**config.mk**
```make
export PLATFORM = sky130hd
export DESIGN_NAME = dac_regif
export DESIGN_NICKNAME = d
export VERILOG_FILES = /design/src/rtl/dacif_pkg.sv /design/src/rtl/dac_regpair.sv /design/src/rtl/dac_clrcode.sv /design/src/rtl/dac_rdport.sv /design/src/rtl/dac_regif.sv
export SDC_FILE = /design/constraint.sdc
export NUM_CORES = 1
export LEC_CHECK = 0
export CAP_MARGIN = 0
export CORE_MARGIN = 2
export CORE_UTILIZATION = 50
export DETAILED_ROUTE_END_ITERATION = 16
export DONT_BUFFER_PORTS = 1
export SLEW_MARGIN = 20
export SYNTH_ARGS = -nofsm -noshare
export SYNTH_HDL_FRONTEND = slang
export SYNTH_SLANG_ARGS = --single-unit
export TNS_END_PERCENT = 30
```
**constraint.sdc**
```tcl
create_clock -name clk -period 1.7 [get_ports clk]
set_input_delay 0.34 -clock clk [delete_from_list [all_inputs] [get_ports clk]]
set_output_delay 0.34 -clock clk [all_outputs]
set_load 0.02 [all_outputs]
```
**src/rtl/dacif_pkg.sv**
```systemverilog
package dacif_pkg;
  localparam int RANGE_W = 3;

  localparam logic [RANGE_W-1:0] RNG_U5   = 3'b000;
  localparam logic [RANGE_W-1:0] RNG_U10  = 3'b001;
  localparam logic [RANGE_W-1:0] RNG_B5   = 3'b010;
  localparam logic [RANGE_W-1:0] RNG_B10  = 3'b011;
  localparam logic [RANGE_W-1:0] RNG_B2P5 = 3'b100;
  localparam logic [RANGE_W-1:0] RNG_OFS  = 3'b101;

  typedef enum logic [1:0] {
    SC_ZERO    = 2'd0,
    SC_MID     = 2'd1,
    SC_QUARTER = 2'd2
  } clr_scale_e;

  function automatic clr_scale_e scale_of(input logic [RANGE_W-1:0] rng);
    case (rng)
      RNG_B5, RNG_B10, RNG_B2P5: scale_of = SC_MID;
      RNG_OFS:                   scale_of = SC_QUARTER;
      default:                   scale_of = SC_ZERO;
    endcase
  endfunction
endpackage

```
**src/rtl/dac_regpair.sv**
```systemverilog
module dac_regpair #(
  parameter int W = 18
) (
  input  logic         clk,
  input  logic         rst,
  input  logic         wr_en,
  input  logic [W-1:0] wr_val,
  input  logic         upd_en,
  input  logic         ld_en,
  input  logic [W-1:0] ld_val,
  output logic [W-1:0] in_q,
  output logic [W-1:0] act_q
);
  always_ff @(posedge clk) begin
    if (rst)        in_q <= '0;
    else if (wr_en) in_q <= wr_val;
  end

  // the forced load wins over a transfer from the staging register
  always_ff @(posedge clk) begin
    if (rst)         act_q <= '0;
    else if (ld_en)  act_q <= ld_val;
    else if (upd_en) act_q <= in_q;
  end
endmodule

```
**src/rtl/dac_clrcode.sv**
```systemverilog
module dac_clrcode
  import dacif_pkg::*;
#(
  parameter int DATA_W = 18
) (
  input  logic [RANGE_W-1:0] rng,
  output logic [DATA_W-1:0]  code
);
  localparam logic [DATA_W-1:0] MID_CODE = DATA_W'(1) << (DATA_W - 1);
  localparam logic [DATA_W-1:0] QTR_CODE = DATA_W'(1) << (DATA_W - 2);

  always_comb begin
    case (scale_of(rng))
      SC_MID:     code = MID_CODE;
      SC_QUARTER: code = QTR_CODE;
      default:    code = '0;
    endcase
  end
endmodule

```
**src/rtl/dac_rdport.sv**
```systemverilog
module dac_rdport #(
  parameter int W = 18
) (
  input  logic         rd,
  input  logic         hit,
  input  logic         pick_act,
  input  logic [W-1:0] in_q,
  input  logic [W-1:0] act_q,
  output logic [W-1:0] q,
  output logic         oe
);
  assign oe = rd & hit;
  assign q  = !oe ? '0 : (pick_act ? act_q : in_q);
endmodule

```
**src/rtl/dac_regif.sv**
```systemverilog
module dac_regif
  import dacif_pkg::*;
#(
  parameter int DATA_W = 18
) (
  input  logic               clk,
  input  logic               rst,
  input  logic               sel_span,
  input  logic               rd,
  input  logic               upd,
  input  logic               wr_n,
  input  logic               clr_n,
  input  logic               man_span,
  input  logic [RANGE_W-1:0] strap_span,
  input  logic [DATA_W-1:0]  data_in,
  output logic [DATA_W-1:0]  data_out,
  output logic               data_oe,
  input  logic [RANGE_W-1:0] span_in,
  output logic [RANGE_W-1:0] span_out,
  output logic               span_oe,
  output logic [DATA_W-1:0]  dac_code,
  output logic [RANGE_W-1:0] dac_span
);
  logic [DATA_W-1:0]  code_in_q, code_act_q, clr_val;
  logic [RANGE_W-1:0] rng_in_q, rng_act_q, rng_live;
  logic               wr_ok, upd_ok, rng_ok;

  assign wr_ok  = ~wr_n & ~rd;
  assign upd_ok = upd & ~rd & clr_n;
  assign rng_ok = ~man_span;

  assign rng_live = man_span ? strap_span : rng_act_q;

  dac_clrcode #(.DATA_W(DATA_W)) u_clr (
    .rng  (rng_live),
    .code (clr_val)
  );

  dac_regpair #(.W(DATA_W)) u_code (
    .clk    (clk),
    .rst    (rst),
    .wr_en  (wr_ok & ~sel_span),
    .wr_val (data_in),
    .upd_en (upd_ok),
    .ld_en  (~clr_n),
    .ld_val (clr_val),
    .in_q   (code_in_q),
    .act_q  (code_act_q)
  );

  dac_regpair #(.W(RANGE_W)) u_rng (
    .clk    (clk),
    .rst    (rst),
    .wr_en  (wr_ok & sel_span & rng_ok),
    .wr_val (span_in),
    .upd_en (upd_ok & rng_ok),
    .ld_en  (1'b0),
    .ld_val ('0),
    .in_q   (rng_in_q),
    .act_q  (rng_act_q)
  );

  dac_rdport #(.W(DATA_W)) u_rd_code (
    .rd       (rd),
    .hit      (~sel_span),
    .pick_act (upd),
    .in_q     (code_in_q),
    .act_q    (code_act_q),
    .q        (data_out),
    .oe       (data_oe)
  );

  dac_rdport #(.W(RANGE_W)) u_rd_rng (
    .rd       (rd),
    .hit      (sel_span & rng_ok),
    .pick_act (upd),
    .in_q     (rng_in_q),
    .act_q    (rng_act_q),
    .q        (span_out),
    .oe       (span_oe)
  );

  // the clear reaches the output without waiting for an edge
  assign dac_code = clr_n ? code_act_q : clr_val;
  assign dac_span = rng_live;
endmodule

```
* After elaboration in Yosys (flattened, before gate mapping)
Cells that the tools add are included.
Storage, ports and cells: bits in registers 42, input port bits 32
Operators by class: equality and inequality tests 7, mux-type cells 10, bitwise operators 14, reduce and logical (&&, ||, !) cells 1
Operator list (count):
- 18-bit two-way mux | 5
- 18-bit one-hot mux with 2 select lines | 1
- 1-bit AND | 10
- 3-bit two-way mux | 3
- 3-bit by 2-bit == test with 1-bit output (second input constant) | 2
- 3-bit == test (second input constant) | 2
- 1-bit NOT | 4
- 2-bit one-hot mux with 2 select lines | 1
- 3-bit OR reduction | 1
- 2-bit by 1-bit == test with 1-bit output (second input constant) | 1
- 2-bit == test (second input constant) | 1
- 2-bit by 1-bit != test with 1-bit output (second input constant) | 1

* Longest topological paths before layout
Gate-level depths: netlist of the first run.
word-level depth 7, mapped depth 6, mapped depth without buffers 3

* Modules after synthesis
A second synthesis of the first run with hierarchy kept.
Unflattened totals: cell total of the unflattened synthesis 261, area total of the unflattened synthesis 2582.5 um^2
Modules (own cells, without submodules):
- dac_regpair at u_code | times used 1, cells each 138, area an instance 1481.4 um^2
- dac_regif | times used 1, cells each 31, area an instance 375.4 um^2
- dac_rdport at u_rd_code | times used 1, cells each 41, area an instance 291.5 um^2
- dac_regpair at u_rng | times used 1, cells each 22, area an instance 236.5 um^2
- dac_clrcode | times used 1, cells each 21, area an instance 148.9 um^2
- dac_rdport at u_rd_rng | times used 1, cells each 8, area an instance 48.8 um^2

* Least setup slack after synthesis of the first run
OpenSTA, ideal clock, no wires.
kind input port to output port, from input port rd, to output port data_out[0], arrival 1.296 ns, setup slack 0.064 ns, stages 5, path buffers 3, path through buf_6 -> or2b_1 -> buf_2 -> buf_2 -> nor2_1
On the way: longest elaborated chain between the ends 2
Ends and longest elaborated chain:
- from (decl) | RTL line dac_regif.sv:9 | input logic rd,
- 1-bit AND | RTL line dac_rdport.sv:12 | assign oe = rd & hit;
- 18-bit two-way mux | RTL line dac_rdport.sv:13 | assign q = !oe ? '0 : (pick_act ? act_q : in_q);
- to (decl) | RTL line dac_regif.sv:16 | output logic [DATA_W-1:0] data_out,
No other way between the ends.

* Final worst setup path of the first run
from register u_rng.act_q[1], to output port dac_code[17]
On the way: longest elaborated chain between the ends 7, elaborated cells between the ends (all ways) 11, those cells by class 6 x eq/ne; 4 x mux; 1 x reduce/logical
Ends and longest elaborated chain:
- from (decl) | RTL line dac_regpair.sv:12 | output logic [W-1:0] act_q
- from (signal assigned) | RTL line dac_regpair.sv:22 | else if (ld_en) act_q <= ld_val;
- from (signal assigned) | RTL line dac_regpair.sv:23 | else if (upd_en) act_q <= in_q;
- 3-bit two-way mux * | RTL line dac_regif.sv:32 | assign rng_live = man_span ? strap_span : rng_act_q;
- 3-bit by 2-bit == test with 1-bit output or 3-bit == test (tied branches) | RTL line dacif_pkg.sv:18 | case (rng)
- 3-bit OR reduction | RTL line dacif_pkg.sv:18
- 2-bit one-hot mux with 2 select lines * | RTL line dacif_pkg.sv:18
- 2-bit == test or 2-bit by 1-bit == test with 1-bit output (tied branches) | RTL line dac_clrcode.sv:13 | case (scale_of(rng))
- 18-bit one-hot mux with 2 select lines * | RTL line dac_clrcode.sv:13
- 18-bit two-way mux * | RTL line dac_regif.sv:84 | assign dac_code = clr_n ? code_act_q : clr_val;
- to (decl) | RTL line dac_regif.sv:21 | output logic [DATA_W-1:0] dac_code,
Every way passes the cells marked *; elsewhere a longest branch is shown, timed or not.

==> results by group, run 1 <==
Synth
  – Synth Flop Type: dfxtp_1
  – Syn avg cell area: a little over 8 um2
  – Sequential-to-total area share from yosys stat: 0.391
  – Post-Synthesis Cell Area: between 0.002 and 0.0025 mm2
  – Synth async-reset ratio: 0
  – Synth top area cells: dfxtp_1, mux2i_1, nand2_1
  – Synth Register Bits: 42
  – Mapped Cells: about 270
  – Distinct cells, synth: 33
  – Share of the synthesized area in the top cell type: 0.391
  – Syn nets: between 200 and 300
  – Number of synthesized flops with an enable pin: 0
  – Synth Warn #: 0
  – Post-synth top area cell: dfxtp_1

Run status
  – Outcome: finished clean

Power
  – Int Power: approximately 1.4 mW
  – Power after layout: between 1.5 and 2 mW
  – Clock power share: 0.340
  – Comb power frac: 0.084
  – Sequential share of power: 0.575
  – Switch share: 0.234
  – Max VDD drop: 495 uV
  – Switching power: ~400 uW
  – Leakage: 0.906 nW
  – Pwr Density: 739 mW/mm2

CTS
  – CTS tree: built
  – Num Clock Sinks: between 40 and 50
  – Skew-Pair Late Insertion Delay: a little under 0.3 ns
  – Total CTS buffers: 5
  – Root Buffer: clkbuf_8
  – Clock transition at the registers of the reported paths: approximately 0.07 ns
  – # H-tree levels: 2
  – CTS Hold Bufs: 0
  – Longest Clk Path Bufs: 2

Min path
  – Worst hold endpoint: u_rng.act_q[0]
  – Hold Crit Start: rst
  – Hold path cells: 1
  – HP Class: in2reg

Worst setup path
  – Setup crit start kind: flop
  – CP max FO: 5
  – WP data required: 1.36 ns
  – Worst reg-to-reg path cell count: 3
  – FF-to-FF setup slack: 0.60 ns
  – Worst reg2reg path startpoint: u_rng.act_q[1]
  – CP Capture Type: output pin
  – CP arrival: approximately 1.3 ns
  – R2R Path End: u_code.act_q[17]
  – Crit Path Class: reg2out

Timing
  – Setup TNS: 0 ns
  – Slew margin rel.: 0.517
  – Worst-Margin Slew: 0.725 ns
  – Hold WS: about 0.10 ns
  – Max-slew violation count: 0
  – RSZ-0062 raised after global routing: true
  – Fmax: ~600 MHz
  – Final setup fails: 0
  – Final Critical Period: 1.68 ns
  – Final Hold Vio Count: 0
  – Final period util: 0.986
  – Clock skew: between 0.003 and 0.004 ns

Die
  – Die width: 69.6 um
  – Die footprint: between 0.004 and 0.005 mm2
  – Core Rows: 23
  – # IOs: 76
  – Initial core utilization: 0.529
  – Core area: about 0.0041 mm2
  – Height of the die: a little under 70 um

GRT
  – Largest net degree at the start of global routing: 43
  – First-pass GRT wire length: just over 8000 um
  – Initial antenna violation count: 0
  – GR Overflow Total: 0
  – Number of global-route vias before repair: 1716
  – Total global routing track utilization: 0.212

Drt
  – Routed WL: 5050 um
  – Drt drc: 0
  – 1st-iter DRT viols: 118
  – Pre-antenna DRT Iters: 4
  – Drt wl/cell: 15.4 um
  – Vias per cell: about 5.6
  – Via count: 1817
  – Detail Route Antenna Nets: 0

Flow run
  – Max-Cap Viols: 0

Placed design
  – Routability cong.: 0.739
  – Port Buffers: 0
  – Placed Cells: 320
  – Detail Placement HPWL: ~3300 um

Layout
  – Commonest non-fill, non-tap cell in the layout: nand2_1
  – Share of cells above drive strength 1: 0.152
  – Nets: 309
  – Commonest cells after routing, fill and taps aside: nand2_1, dfxtp_1, a21oi_1
  – Non-filler cells in the finished layout: roughly 330
  – Post-layout util: 0.588
  – N_diodes: 0
  – Area Overhead vs Synth: 11.1%
## routing by layer
layer,vias up,part of all wire,global-route usage,routed length [um]
met3,6,0.047,0.0494,237
met1,853,0.46,0.279,2340
li1,909,-,-,-
met4,0,0.015,0.0741,74
met5,-,0,0,0
met2,49,0.48,0.342,2400
## per-stage QoR
stage               setup slack (ns)  area (um2)
floorplan                     0.0640        2150
global placement               0.270        2280
detailed placement             0.261        2280
CTS                           0.0147        2370
global route                 -0.0396        2390
finish                        0.0235        2390
## cells in the mapped netlist, types with 2 or more instances
| master | n |
|---|---|
| nand2_1 | 52 |
| dfxtp_1 | 42 |
| a21oi_1 | 36 |
| mux2i_1 | 29 |
| nor2_1 | 27 |
| and2_1 | 16 |
| nand3_1 | 16 |
| buf_2 | 8 |
| clkbuf_1 | 7 |
| inv_1 | 4 |
| buf_4 | 3 |
| buf_6 | 3 |
| mux2_2 | 2 |
| nor3_1 | 2 |
| nor4bb_1 | 2 |
## sequential cells by signal (all words and copies together) (netlist names)
register      count
u_code.act_q     18
u_rng.in_q        3
u_code.in_q      18
u_rng.act_q       3
## kinds of logic (layout without fill, tap and decap cells)
group,after synthesis,in the layout,share of synthesized area
buffers and inverters,27,37,0.0728
flip-flops,42,42,0.391
AND/OR/NAND/NOR,127,127,0.292
AO/OA/AOI/OAI,40,40,0.0984
multiplexers,31,31,0.146
## final cells by class
cell class,instances,area (um2)
tap,50,62.6
multi-input combinational,198,1180
fill,394,1670
timing repair buffer,26,208
inverter,4,15.0
sequential,42,850
clock buffer,7,76.3
## how the worst max path moves through the flow
stage,startpoint,end,cells after the start
finish,u_rng.act_q[1],dac_code[17],4
global route,u_rng.act_q[0],dac_code[16],4
CTS,u_rng.act_q[0],dac_code[16],4
detailed placement,u_rng.act_q[1],dac_code[17],4
global placement,u_rng.act_q[1],dac_code[17],4
floorplan,rd,data_out[0],5
## timing repair
action / CTS / global route
pin swaps: 2 / 0
buffers inserted: 0 / 0
resized for setup: 4 / 5
setup endpoints to repair: 2 / 2
## power groups by stage
stage	combinational [mW]	sequential (mW)	clock, mW
floorplan	0.162	1.04	0
global route	0.163	1.02	0.651
finish	0.149	1.01	0.600
detailed placement	0.148	1.04	0
CTS	0.150	1.02	0.619
global placement	0.147	1.04	0
## critical path, stage by stage (launching register included)
cell and delay, ns:
dfxtp_4 0.39, inv_1 0.05, o32a_1 0.32, a21oi_2 0.13
buf_4 0.15
No activity file was read; power rests on OpenSTA's default activity.
==> run 2, diff against run 1 <==
- CORE_MARGIN: 2 -> not set
==> results by group, run 2 (synthesis results as in run 1) <==
Layout
  – N_diodes: 0
  – Commonest non-fill, non-tap cell in the layout: nand2_1
  – Area Overhead vs Synth: 13.7%
  – Commonest cells after routing, fill and taps aside: nand2_1, dfxtp_1, a21oi_1
  – Nets: 313
  – Largest registers: u_code.act_q x18, u_code.in_q x18
  – Share of cells above drive strength 1: 0.181

Drt
  – Drt wl/cell: 15.2 um
  – 1st-iter DRT viols: 128
  – Via count: 1813
  – Routed WL: about 5000 um
  – Drt drc: 0
  – Vias per cell: between 5 and 6
  – Detail Route Antenna Nets: 0
  – Pre-antenna DRT Iters: 4

Timing
  – Setup WS post-layout: around 0.033 ns
  – Fmax: ~600 MHz
  – Clock skew: ~0.0044 ns
  – Final setup fails: 0
  – RSZ-0062 raised after global routing: true
  – Slew margin rel.: 0.509
  – Worst-Margin Slew: about 0.74 ns
  – Final Hold Vio Count: 0
  – Final period util: 0.980
  – Final Critical Period: 1.67 ns
  – Max-slew violation count: 0

Worst setup path
  – Crit Path Class: reg2out
  – Cell family with most CP delay: flip-flops
  – CP arrival: about 1.3 ns
  – WP data required: roughly 1.4 ns
  – CP Capture Type: output pin
  – Crit path largest cell delay: around 0.37 ns
  – Slowest CP cell: dfxtp_4
  – CP max FO: 4
  – Buffers and inverters on the worst path: 1
  – CP Cell Sequence: nor4bb_4 > nor3_2 > a21oi_1 > buf_4
  – Setup crit start kind: flop

Flow run
  – Max-Cap Viols: 0

Placed design
  – Port Buffers: 0
  – Detail Placement HPWL: between 3000 and 4000 um
  – Routability cong.: 0.731
  – Pre-CTS WS: between 0.2 and 0.3 ns

Run status
  – Outcome: finished clean

Power
  – Power after layout: between 1.5 and 2 mW
  – Pwr Density: roughly 750 mW/mm2
  – Leakage: 0.937 nW
  – Max VDD drop: around 480 uV

Die
  – Height of the die: between 60 and 70 um
  – Die width: ~68 um
  – Initial core utilization: 0.529
  – Die footprint: between 0.004 and 0.005 mm2
  – Core Rows: 23
  – Core area: 0.00406 mm2
  – # IOs: between 70 and 80

CTS
  – # H-tree levels: 2
  – Root Buffer: clkbuf_8
  – Total CTS buffers: 5
  – Skew-Pair Late Insertion Delay: 0.30 ns
  – Longest Clk Path Bufs: 2
  – CTS tree: built
  – Clock transition at the registers of the reported paths: ~0.080 ns
  – CTS Hold Bufs: 0
  – Num Clock Sinks: 42

GRT
  – Total global routing track utilization: 0.227
  – Largest net degree at the start of global routing: 43
  – Initial antenna violation count: 0
  – Number of global-route vias before repair: around 1600
  – GR Overflow Total: 0
  – First-pass GRT wire length: around 7700 um

Min path
  – HP Class: in2reg
## run 2: path summary, 6_finish.rpt
kind | start | end | slack (ns) | cells past startpoint
max | u_rng.act_q[1] | dac_code[16] | 0.03 | 4
min | rst | u_code.in_q[15] | 0.10 | 1
max reg2reg | u_rng.act_q[2] | u_code.act_q[17] | 0.49 | 3
min reg2reg | u_code.in_q[7] | u_code.in_q[7] | 0.47 | 2
## run 2: what timing repair did
item	4_1_cts	5_1_grt
gates resized for setup	4	8
pin swaps	0	3
cloned	0	0
buffers inserted	0	3
setup endpoints to repair	2	2
## run 2: routing by layer
layer | track usage | share of wire | vias to the layer above | wire length (um)
li1 | - | - | 920 | -
met1 | 0.305 | 0.48 | 836 | 2400
met2 | 0.349 | 0.46 | 52 | 2340
met3 | 0.0541 | 0.049 | 5 | 247
met4 | 0.0851 | 0.0099 | 0 | 50
met5 | 0 | 0 | - | 0
## run 2: area by class of cell
type,instances,area (um2)
clock buffer,6,82.6
clock inverter,2,12.5
fill,384,1610
inverter,4,15.0
multi-input combinational,198,1180
sequential,42,852
tap,50,62.6
timing repair buffer,30,238
## run 2: stage by stage
stage,TNS [ns],cells,hold WS [ns],util,instance area [um2]
final,0,332,0.101,0.602,2440
after global routing,-0.0507,332,0.0888,0.602,2440
after CTS,-0.0105,329,0.0911,0.589,2390
after detailed placement,0,321,0.414,0.563,2280
after global placement,0,321,0.413,0.563,2280
after floorplan,0,267,0.448,-,2150
## run 2: report_power, final
group | total (mW) | switching (mW) | internal [mW]
registers | 1.01 | 0.0147 | 0.998
logic | 0.153 | 0.0822 | 0.0705
clock network | 0.673 | 0.347 | 0.326
total | 1.84 | 0.443 | 1.40
## run 2: worst register-to-register path: cells and delay by family (launching register included)
kind / cells / cell delay, ns
compound gates: 2 / 0.62
flops: 1 / 0.37
buf+inv: 1 / 0.14
